[src/rtl/hdlc_rx_pkg.sv]
package hdlc_rx_pkg;

  typedef enum logic [1:0] {
    PS_OK    = 2'd0,
    PS_CRC   = 2'd1,
    PS_ABORT = 2'd2
  } pkt_stat_e;

  typedef struct packed {
    pkt_stat_e stat;
    logic      last;
    logic      first;
  } pkt_tag_t;

  localparam logic [15:0] CRC_PRESET   = 16'hFFFF;
  localparam logic [15:0] CRC_POLY_REV = 16'h8408;
  localparam logic [15:0] CRC_GOOD     = 16'hF0B8;

  localparam int ST_START = 0;
  localparam int ST_END   = 1;
  localparam int ST_ABORT = 2;
  localparam int ST_HWM   = 3;
  localparam int ST_OVF   = 4;
  localparam int ST_W     = 5;

  function automatic logic [15:0] crc16_byte(input logic [15:0] c, input logic [7:0] d);
    logic [15:0] r;
    r = c;
    for (int i = 0; i < 8; i++) begin
      if (r[0] ^ d[i]) r = (r >> 1) ^ CRC_POLY_REV;
      else             r = r >> 1;
    end
    return r;
  endfunction

endpackage

[src/rtl/hdlc_rx_deframer.sv]
module hdlc_rx_deframer
  import hdlc_rx_pkg::*;
#(
  parameter int FCS_BYTES  = 2,
  parameter int ABORT_ONES = 7
) (
  input  logic       clk_i,
  input  logic       rst_ni,
  input  logic       bit_en_i,
  input  logic       bit_i,
  output logic       wr_req_o,
  output logic [7:0] wr_data_o,
  output pkt_tag_t   wr_tag_o,
  output logic       abort_o
);
  localparam int HOLD       = FCS_BYTES + 1;
  localparam int HW         = $clog2(HOLD + 1);
  localparam int OW         = $clog2(ABORT_ONES + 1);
  localparam int FLAG_ONES  = ABORT_ONES - 1;
  localparam int STUFF_ONES = ABORT_ONES - 2;

  logic [OW-1:0] ones_q;
  logic          in_frame_q, first_q;
  logic [2:0]    bcnt_q;
  logic [6:0]    sr_q;
  logic [15:0]   crc_q;
  logic [7:0]    hold_q [HOLD];
  logic [HW-1:0] hcnt_q;

  logic flag_bit, abort_bit, stuff_bit, data_bit, byte_done;
  logic hold_full, close_ev, abort_ev, push_mid, good;
  logic [7:0] new_byte;

  assign flag_bit  = bit_en_i && !bit_i && (ones_q == OW'(FLAG_ONES));
  assign abort_bit = bit_en_i &&  bit_i && (ones_q == OW'(FLAG_ONES));
  assign stuff_bit = !bit_i && (ones_q == OW'(STUFF_ONES));
  assign data_bit  = bit_en_i && in_frame_q && !flag_bit && !abort_bit && !stuff_bit;
  assign new_byte  = {bit_i, sr_q};
  assign byte_done = data_bit && (bcnt_q == 3'd7);
  assign hold_full = (hcnt_q == HW'(HOLD));

  assign close_ev = flag_bit  && in_frame_q && (hcnt_q != '0);
  assign abort_ev = abort_bit && in_frame_q && (hcnt_q != '0);
  assign push_mid = byte_done && hold_full;
  // closing flag leaves its own 7 bits in the assembler when byte-aligned
  assign good     = hold_full && (bcnt_q == 3'd7) && (crc_q == CRC_GOOD);

  assign wr_req_o       = push_mid || close_ev || abort_ev;
  assign wr_data_o      = hold_q[0];
  assign wr_tag_o.first = first_q;
  assign wr_tag_o.last  = close_ev || abort_ev;
  assign wr_tag_o.stat  = abort_ev ? PS_ABORT : (close_ev && !good) ? PS_CRC : PS_OK;
  assign abort_o        = abort_bit;

  always_ff @(posedge clk_i or negedge rst_ni) begin
    if (!rst_ni) begin
      ones_q     <= '0;
      in_frame_q <= 1'b0;
      first_q    <= 1'b1;
      bcnt_q     <= '0;
      sr_q       <= '0;
      crc_q      <= CRC_PRESET;
      hcnt_q     <= '0;
      for (int i = 0; i < HOLD; i++) hold_q[i] <= '0;
    end else if (bit_en_i) begin
      ones_q <= !bit_i ? '0 : (ones_q == OW'(ABORT_ONES)) ? ones_q : ones_q + OW'(1);
      if (flag_bit) begin
        in_frame_q <= 1'b1;
        first_q    <= 1'b1;
        bcnt_q     <= '0;
        crc_q      <= CRC_PRESET;
        hcnt_q     <= '0;
      end else if (abort_bit) begin
        in_frame_q <= 1'b0;
      end else if (data_bit) begin
        sr_q   <= new_byte[7:1];
        bcnt_q <= bcnt_q + 3'd1;
        if (bcnt_q == 3'd7) begin
          crc_q <= crc16_byte(crc_q, new_byte);
          if (hold_full) begin
            for (int i = 0; i < HOLD - 1; i++) hold_q[i] <= hold_q[i+1];
            hold_q[HOLD-1] <= new_byte;
            first_q        <= 1'b0;
          end else begin
            hold_q[hcnt_q] <= new_byte;
            hcnt_q         <= hcnt_q + HW'(1);
          end
        end
      end
    end
  end

  // only a closing write may carry a non-zero end status
  a_r4_mid_status_ok: assert property (@(posedge clk_i) disable iff (!rst_ni)
    (wr_req_o && !wr_tag_o.last) |-> (wr_tag_o.stat == PS_OK));

  // an abort always drops the receiver out of the frame
  a_r6_abort_leaves_frame: assert property (@(posedge clk_i) disable iff (!rst_ni)
    abort_o |=> !in_frame_q);

endmodule

[src/rtl/hdlc_rx_fifo.sv]
module hdlc_rx_fifo #(
  parameter int DEPTH = 256,
  parameter int W     = 12
) (
  input  logic                       clk_i,
  input  logic                       rst_ni,
  input  logic                       wr_i,
  input  logic [W-1:0]               wr_data_i,
  input  logic                       rd_i,
  output logic [W-1:0]               rd_data_o,
  output logic                       empty_o,
  output logic                       full_o,
  output logic [$clog2(DEPTH):0]     level_o
);
  localparam int AW = $clog2(DEPTH);

  logic [W-1:0] mem_q [DEPTH];
  logic [AW-1:0] wp_q, rp_q;
  logic [AW:0]   cnt_q;
  logic push, pop;

  assign empty_o   = (cnt_q == '0);
  assign full_o    = (cnt_q == (AW+1)'(DEPTH));
  assign level_o   = cnt_q;
  assign push      = wr_i && !full_o;
  assign pop       = rd_i && !empty_o;
  assign rd_data_o = mem_q[rp_q];

  always_ff @(posedge clk_i) begin
    if (push) mem_q[wp_q] <= wr_data_i;
  end

  always_ff @(posedge clk_i or negedge rst_ni) begin
    if (!rst_ni) begin
      wp_q  <= '0;
      rp_q  <= '0;
      cnt_q <= '0;
    end else begin
      if (push) wp_q <= wp_q + AW'(1);
      if (pop)  rp_q <= rp_q + AW'(1);
      case ({push, pop})
        2'b10:   cnt_q <= cnt_q + (AW+1)'(1);
        2'b01:   cnt_q <= cnt_q - (AW+1)'(1);
        default: cnt_q <= cnt_q;
      endcase
    end
  end

  // the controller never pushes into a full FIFO
  a_r10_no_write_full: assert property (@(posedge clk_i) disable iff (!rst_ni)
    full_o |-> !wr_i);

  // reading an empty FIFO without a push leaves it empty
  a_r7_empty_read_ignored: assert property (@(posedge clk_i) disable iff (!rst_ni)
    (empty_o && rd_i && !wr_i) |=> empty_o);

endmodule

[src/rtl/hdlc_rx_core.sv]
module hdlc_rx_core
  import hdlc_rx_pkg::*;
#(
  parameter int DEPTH = 256
) (
  input  logic            clk_i,
  input  logic            rst_ni,
  input  logic            bit_en_i,
  input  logic            bit_i,
  input  logic            rd_i,
  input  logic [2:0]      hwm_sel_i,
  input  logic [ST_W-1:0] clr_i,
  output logic [7:0]      rd_data_o,
  output logic [3:0]      rd_tag_o,
  output logic            empty_o,
  output logic [ST_W-1:0] status_o
);
  localparam int LW      = $clog2(DEPTH) + 1;
  localparam int WM_STEP = DEPTH / 8;
  localparam int TAG_W   = $bits(pkt_tag_t);
  localparam int ENT_W   = 8 + TAG_W;

  logic       wr_req, abort_ev;
  logic [7:0] wr_data;
  pkt_tag_t   wr_tag;

  hdlc_rx_deframer u_deframer (
    .clk_i    (clk_i),
    .rst_ni   (rst_ni),
    .bit_en_i (bit_en_i),
    .bit_i    (bit_i),
    .wr_req_o (wr_req),
    .wr_data_o(wr_data),
    .wr_tag_o (wr_tag),
    .abort_o  (abort_ev)
  );

  logic [LW-1:0]    level, hwm_thr;
  logic [ENT_W-1:0] ent;
  logic fifo_full, fifo_empty, fifo_wr;
  logic drop_q, lock_q, drop_eff, ovf_ev;
  logic [ST_W-1:0] status_q, set_ev;

  // a locked block refuses a packet from its first byte; drop_q covers the rest
  assign drop_eff = drop_q || (wr_tag.first && lock_q);
  assign ovf_ev   = wr_req && !drop_eff && fifo_full;
  assign fifo_wr  = wr_req && !drop_eff && !fifo_full;

  hdlc_rx_fifo #(.DEPTH(DEPTH), .W(ENT_W)) u_fifo (
    .clk_i    (clk_i),
    .rst_ni   (rst_ni),
    .wr_i     (fifo_wr),
    .wr_data_i({wr_tag, wr_data}),
    .rd_i     (rd_i),
    .rd_data_o(ent),
    .empty_o  (fifo_empty),
    .full_o   (fifo_full),
    .level_o  (level)
  );

  assign rd_data_o = ent[7:0];
  assign rd_tag_o  = ent[ENT_W-1:8];
  assign empty_o   = fifo_empty;
  assign hwm_thr   = LW'(hwm_sel_i) * LW'(WM_STEP) + LW'(WM_STEP / 2);

  always_comb begin
    set_ev           = '0;
    set_ev[ST_START] = fifo_wr && wr_tag.first;
    set_ev[ST_END]   = fifo_wr && wr_tag.last;
    set_ev[ST_ABORT] = abort_ev;
    set_ev[ST_HWM]   = level > hwm_thr;
    set_ev[ST_OVF]   = ovf_ev;
  end

  always_ff @(posedge clk_i or negedge rst_ni) begin
    if (!rst_ni) begin
      drop_q   <= 1'b0;
      lock_q   <= 1'b0;
      status_q <= '0;
    end else begin
      if (ovf_ev)          lock_q <= 1'b1;
      else if (fifo_empty) lock_q <= 1'b0;
      if (wr_req)          drop_q <= wr_tag.last ? 1'b0 : (drop_eff || fifo_full);
      status_q <= (status_q & ~clr_i) | set_ev;
    end
  end

  assign status_o = status_q;

  // while locked, no new packet reaches the FIFO
  a_r10_lock_blocks_first: assert property (@(posedge clk_i) disable iff (!rst_ni)
    (lock_q && wr_tag.first) |-> !fifo_wr);

  // storing a first byte raises the start flag on the next cycle
  a_r8_start_sets: assert property (@(posedge clk_i) disable iff (!rst_ni)
    (fifo_wr && wr_tag.first) |=> status_q[ST_START]);

  // a set flag stays until cleared
  a_r11_end_sticky: assert property (@(posedge clk_i) disable iff (!rst_ni)
    (status_q[ST_END] && !clr_i[ST_END]) |=> status_q[ST_END]);

endmodule

[config.mk]
export PLATFORM = sky130hd
export DESIGN_NAME = hdlc_rx_core
export DESIGN_NICKNAME = d
export VERILOG_FILES = /design/src/rtl/hdlc_rx_pkg.sv /design/src/rtl/hdlc_rx_deframer.sv /design/src/rtl/hdlc_rx_fifo.sv /design/src/rtl/hdlc_rx_core.sv
export SDC_FILE = /design/constraint.sdc
export NUM_CORES = 2
export LEC_CHECK = 0
export BUFFER_PORTS_ARGS = -buffer_cell sky130_fd_sc_hd__buf_4
export CAP_MARGIN = 20
export CORE_UTILIZATION = 45
export DETAILED_ROUTE_END_ITERATION = 10
export PLACE_DENSITY = 0.57
export SETUP_SLACK_MARGIN = 0.1
export SLEW_MARGIN = 20
export SYNTH_ARGS = -nofsm -noshare
export SYNTH_HDL_FRONTEND = slang
export SYNTH_SLANG_ARGS = --single-unit
[constraint.sdc]
create_clock -name clk_i -period 27.7 [get_ports clk_i]
set_input_delay 1.385 -clock clk_i [delete_from_list [all_inputs] [get_ports clk_i]]
set_output_delay 1.385 -clock clk_i [all_outputs]
set_load 0.05 [all_outputs]
* Word-level counts from Yosys, hierarchy flattened *
Memories as Yosys holds them, arrays and structs flattened.
Cells that the tools add are included.
Widths: inputs -> output; s select.

word-level totals
  output and inout bits = 18
  memories = 1
  bits in writable memories = 3072
  word-level logic and storage cells = 194
  bits in registers = 89

cells by class
  eq/ne operators = 12
  bitwise logic cells = 22
  reduce and logical (&&, ||, !) cells = 56
  order comparisons = 3
  mux-type cells = 76
  $add $sub $neg = 8

memories
  name          words  width  rd ports  clocked after memory_dff  write ports  line                text
  u_fifo.mem_q  256    12     1         0                         1            hdlc_rx_fifo.sv:17  logic [W-1:0] mem_q [DEPTH];

operators with widths
  cell                  count
  $mux 16               47
  $logic_and 1x1->1     27
  $not 2->3             9
  $bwmux 24             1
  $mux 24               1
  $pmux 9 s2            1
  $add 8x1->8 const B   2
  $demux 8 s2           1
  $eq 16x16->1 const B  1
  $mux 3                5
  $reduce_and 5->1      3
  $reduce_bool 2->1     7
  $mux 1                13
  $eq 3x3->1 const B    4
  $mux 2                6
  $add 8x5->9 const B   1
  $add 9x1->9 const B   1
  $eq 9x9->1 const B    1
  $gt 9x9->1            1
  $logic_not 9->1       1
  $sub 9x1->9 const B   1
  $logic_not 1->1       8
  $mux 8                1
  $reduce_and 4->1      2
  16 further kinds      32

* Logic depth before layout (Yosys ltp) *
  word-level depth = 59
  gate-level depth with buffers = 18
  gate-level depth less buffers = 18

* Modules after synthesis *
From an unflattened synthesis, not the netlist that was laid out.

unflattened totals
  cells, all modules = 5943
  area, all modules = 124035.2 um2

modules (own cells, without submodules)
  module            area each (um2)  cells an instance  instances  sequential area each (um2)
  hdlc_rx_fifo      120551.9         5622               1          92874.1
  hdlc_rx_deframer  3094.2           285                1          1447.6
  hdlc_rx_core      389.1            36                 1          175.2

* Worst setup path after synthesis *
Ideal clock, no wire load.

  kind = input to register
  start = in bit_i
  end = mem u_fifo.mem_q[0][10] (data pin)
  arrival = 11362 ps
  setup slack = 14243 ps
  buffers on the path = 1
  library setup time = 2095 ps
  stages on the path = 3
  cells stage by stage = clkbuf_1 nand2b_1 nor3_1

RTL lines
  item         line                text
  from (decl)  hdlc_rx_core.sv:9   input logic bit_i,
  to (decl)    hdlc_rx_fifo.sv:17

* Final worst setup path *
  start = reg u_fifo.rp_q[0]
  end = out rd_data_o[4]

on the way
  cells in the longest elaborated chain, start to end = 1

ends and longest elaborated chain
  item                    line                text
  from (decl)             hdlc_rx_fifo.sv:18  logic [AW-1:0] wp_q, rp_q;
  from (signal assigned)  hdlc_rx_fifo.sv:40  if (pop) rp_q <= rp_q + AW'(1);
  $mem_v2 256x12          n/a
  to (decl)               hdlc_rx_core.sv:13  output logic [7:0] rd_data_o,

Every way passes these cells.

==> impl_metrics.env <==
export IMPL_synthArstFlopShare=0.0282
export IMPL_tightest_slew_ns=1.31
export IMPL_portBuffers=30
export IMPL_ir_drop_v=0.0000829
export IMPL_die_x_um=527
export IMPL_grt_pass1_wl_um=472000
export IMPL_cts_resized=0
export IMPL_power_mw=13.4
export IMPL_grt_overflow_total=0
export IMPL_gr_usage_all_layers=0.239
export IMPL_grt_pass1_vias=62200
export IMPL_crit_fanout=94
export IMPL_cp_required_ns=26.31
export IMPL_die_y_um=527
export IMPL_numCtsBuffers=323
export IMPL_cts_max_path_buffers=4
export IMPL_nets=6359
export IMPL_setup_viol=0
export IMPL_crit_path_end_kind="output port"
export IMPL_drt_pass1_iter_count=6
export IMPL_ant_nets=0
export IMPL_hold_slack_ns=0.481
export IMPL_root_buffer="clkbuf_16"
export IMPL_drtIter0Drc=7524
export IMPL_swShare=0.319
export IMPL_drive_gt1_frac=0.243
export IMPL_cts_hold_buffers=0
export IMPL_syn_area_per_cell_um2=20.6
export IMPL_wl_per_cell_um=32.8
export IMPL_r2r_start="u_deframer.ones_q[0]$_DFFE_PN0P_"
export IMPL_start_util=0.452
export IMPL_syn_to_final_growth_pct=12.3
export IMPL_place_ws_ns=19.60
export IMPL_grt_max_degree=206
export IMPL_vias_per_cell=6.09
export IMPL_routabilityCongestion=0.820
export IMPL_synth_edf_count=3072
export IMPL_synth_flop_cell="edfxtp_1"
export IMPL_startpoint_type="flop"
export IMPL_hp_start="u_fifo.rp_q[7]$_DFFE_PN0P_"
export IMPL_num_vias=61800
export IMPL_cp_arrival_ns=7.48
export IMPL_cts_sinks=3161
export IMPL_final_util=0.508
export IMPL_p_sw_mw=4.25
export IMPL_slew_headroom=0.128
export IMPL_clk_insertion_delay_late_ns=0.90
export IMPL_cellPowerDensity_mw_per_mm2=96.0
export IMPL_ys_types=72
export IMPL_period_needed_ns=8.86
export IMPL_cts_tree="built"
export IMPL_grt_setup_unrepaired="false"
export IMPL_p_comb_frac=0.273
export IMPL_syn_inst=5997
export IMPL_maxCapViolations=0
export IMPL_clock_power_share=0.311
export IMPL_fmax_mhz=113
export IMPL_dpl_hpwl_um=192000
export IMPL_ys_seq_area_frac=0.763
export IMPL_core_mm2=0.274
export IMPL_min_path_type="reg -> reg"
export IMPL_synthesis_nets=6037
export IMPL_drc=0
export IMPL_clk_pin_slew_ns=0.06
export IMPL_rows=192
export IMPL_layout_setup_ws_ns=18.84
export IMPL_htreeDepth=5
export IMPL_clock_skew_ns=0.0704
export IMPL_hold_violations=0
export IMPL_post_cts_buffers=0
export IMPL_synth_area_mm2=0.124
export IMPL_p_int_mw=9.10
export IMPL_slew_violations=0
export IMPL_p_leak_nw=43.8
export IMPL_outcome="finished clean"
export IMPL_setup_tns_ns=0
export IMPL_ys_ff_latch=3161
export IMPL_p_seq_frac=0.417
export IMPL_setup_worst_path_start="u_fifo.rp_q[0]$_DFFE_PN0P_"
export IMPL_routed_wl_um=333000
export IMPL_yosys_warnings=0
export IMPL_pin_count=31
export IMPL_antenna_found_initial=12
export IMPL_period_share=0.320
export IMPL_die_area_mm2=0.277
export IMPL_path_class="reg -> out"
-- worst max-delay path, cell delays in order (launching register included) --
cell and delay (ns):
dfrtp_4 0.72, buf_12 0.59, buf_12 0.66, buf_4 0.72
buf_4 0.77, mux4_1 0.64, mux4_2 0.49, a22o_1 0.23
o41ai_2 0.72, o32ai_1 0.43, buf_4 0.32
-- through the flow --
step           std cells  area, um2
2_1_floorplan       5997     124000
3_3_place_gp        9582     129000
3_5_place_dp        9582     129000
4_1_cts            10100     139000
5_1_grt            10100     139000
6_report           10100     139000
-- worst paths after layout --
path / to / slack (ns) / depth (start not counted)
setup / recovery: rd_data_o[4] / 18.84 / 10
max in group asynchronous: u_fifo.rp_q[0]$_DFFE_PN0P_ / 25.91 / 2
hold / removal: u_fifo.rp_q[7]$_DFFE_PN0P_ / 0.48 / 1
setup reg to reg: u_fifo.mem_q[115][8]$_DFFE_PP_ / 21.82 / 11
hold reg to reg: u_fifo.rp_q[7]$_DFFE_PN0P_ / 0.48 / 1
min in group asynchronous: u_deframer.bcnt_q[2]$_DFFE_PN0P_ / 0.51 / 1
-- metal layers --
layer	part of all wire	wire, um	GRT usage	vias up
met3	0.083	27800	0.0439	448
met1	0.42	140000	0.345	33300
met2	0.47	156000	0.375	2633
met5	0.000039	13	0	-
met4	0.025	8270	0.0617	2
li1	-	-	-	25400
-- synth_stat cells (7+ instances only) --
cell type	number	area (um2)
mux2_2	23	259
mux2i_1	351	3510
a221oi_1	71	622
a22oi_1	59	443
buf_1	18	67.6
a221o_1	28	280
o22ai_1	32	200
nand4_1	11	68.8
o311ai_0	7	61.3
ha_1	26	325
dfstp_2	17	447
o221ai_1	7	61.3
nand2b_1	16	100
mux4_2	656	14800
a211oi_1	9	67.6
buf_6	61	687
inv_1	26	97.6
nor4_1	8	50.1
xor2_1	12	105
o211ai_1	23	173
nor3_1	34	170
clkbuf_1	154	578
o21ai_0	90	450
dfrtp_1	72	1800
mux4_1	22	578
nor2_1	360	1350
and3_1	22	138
a22o_1	11	96.3
nand3_1	48	240
buf_4	21	158
buf_2	79	395
nand2_1	242	908
nor2b_1	17	106
xnor2_1	35	307
o31ai_1	14	105
buf_8	16	240
a31oi_1	18	113
edfxtp_1	3072	92200
a311oi_1	13	114
a21oi_1	119	596
-- power by group through the flow --
stage / sequential, mW / combinational (mW) / clock, mW
after global routing: 5.57 / 3.82 / 4.39
after floorplan: 5.68 / 2.38 / 0
final: 5.56 / 3.64 / 4.15
after detailed placement: 5.67 / 3.65 / 0
after CTS: 5.57 / 3.65 / 4.22
after global placement: 5.66 / 3.64 / 0
-- registers in the layout (all words and copies together), names as in the netlist, 2 cells and up --
name,count
u_deframer.crc_q,16
u_fifo.level_o,9
u_deframer.sr_q,7
u_deframer.hold_q,16
u_fifo.rp_q,8
u_deframer.hcnt_q,2
u_deframer.wr_data_o,8
u_fifo.mem_q,3072
u_deframer.bcnt_q,3
status_o,5
u_deframer.ones_q,3
u_fifo.wp_q,8
-- cells in the final DEF, fill, tap and decap left out, types with 57 or more instances in the layout --
master,n
buf_4,338
mux2i_1,351
mux4_2,656
a21oi_1,119
clkinv_1,61
clkbuf_16,330
o21ai_0,89
a22oi_1,59
nor2_1,295
edfxtp_1,3072
nor2_2,62
clkbuf_1,70
dfrtp_1,57
nand2_1,226
a221oi_1,71
-- final cells by class --
cell class                 instances  area (um2)
tap                             3589        4490
clock buffer                     403        8560
sequential                      3161       94600
clock inverter                   152        1290
multi-input combinational       2453       27200
fill                           21700      135000
timing repair buffer             351        2800
inverter                          29         129
antenna                            6        15.0
-- cells by family after synthesis --
kind of cell	share of synthesized area
buffers and inverters	0.0189
and+or+nand+nor	0.0265
DFF	0.763
xor gates and xnor gates	0.00332
adders and majority gates	0.00279
AOI/OAI and AO/OA	0.0308
muxes	0.154
Power figures use the tool's default switching activity.
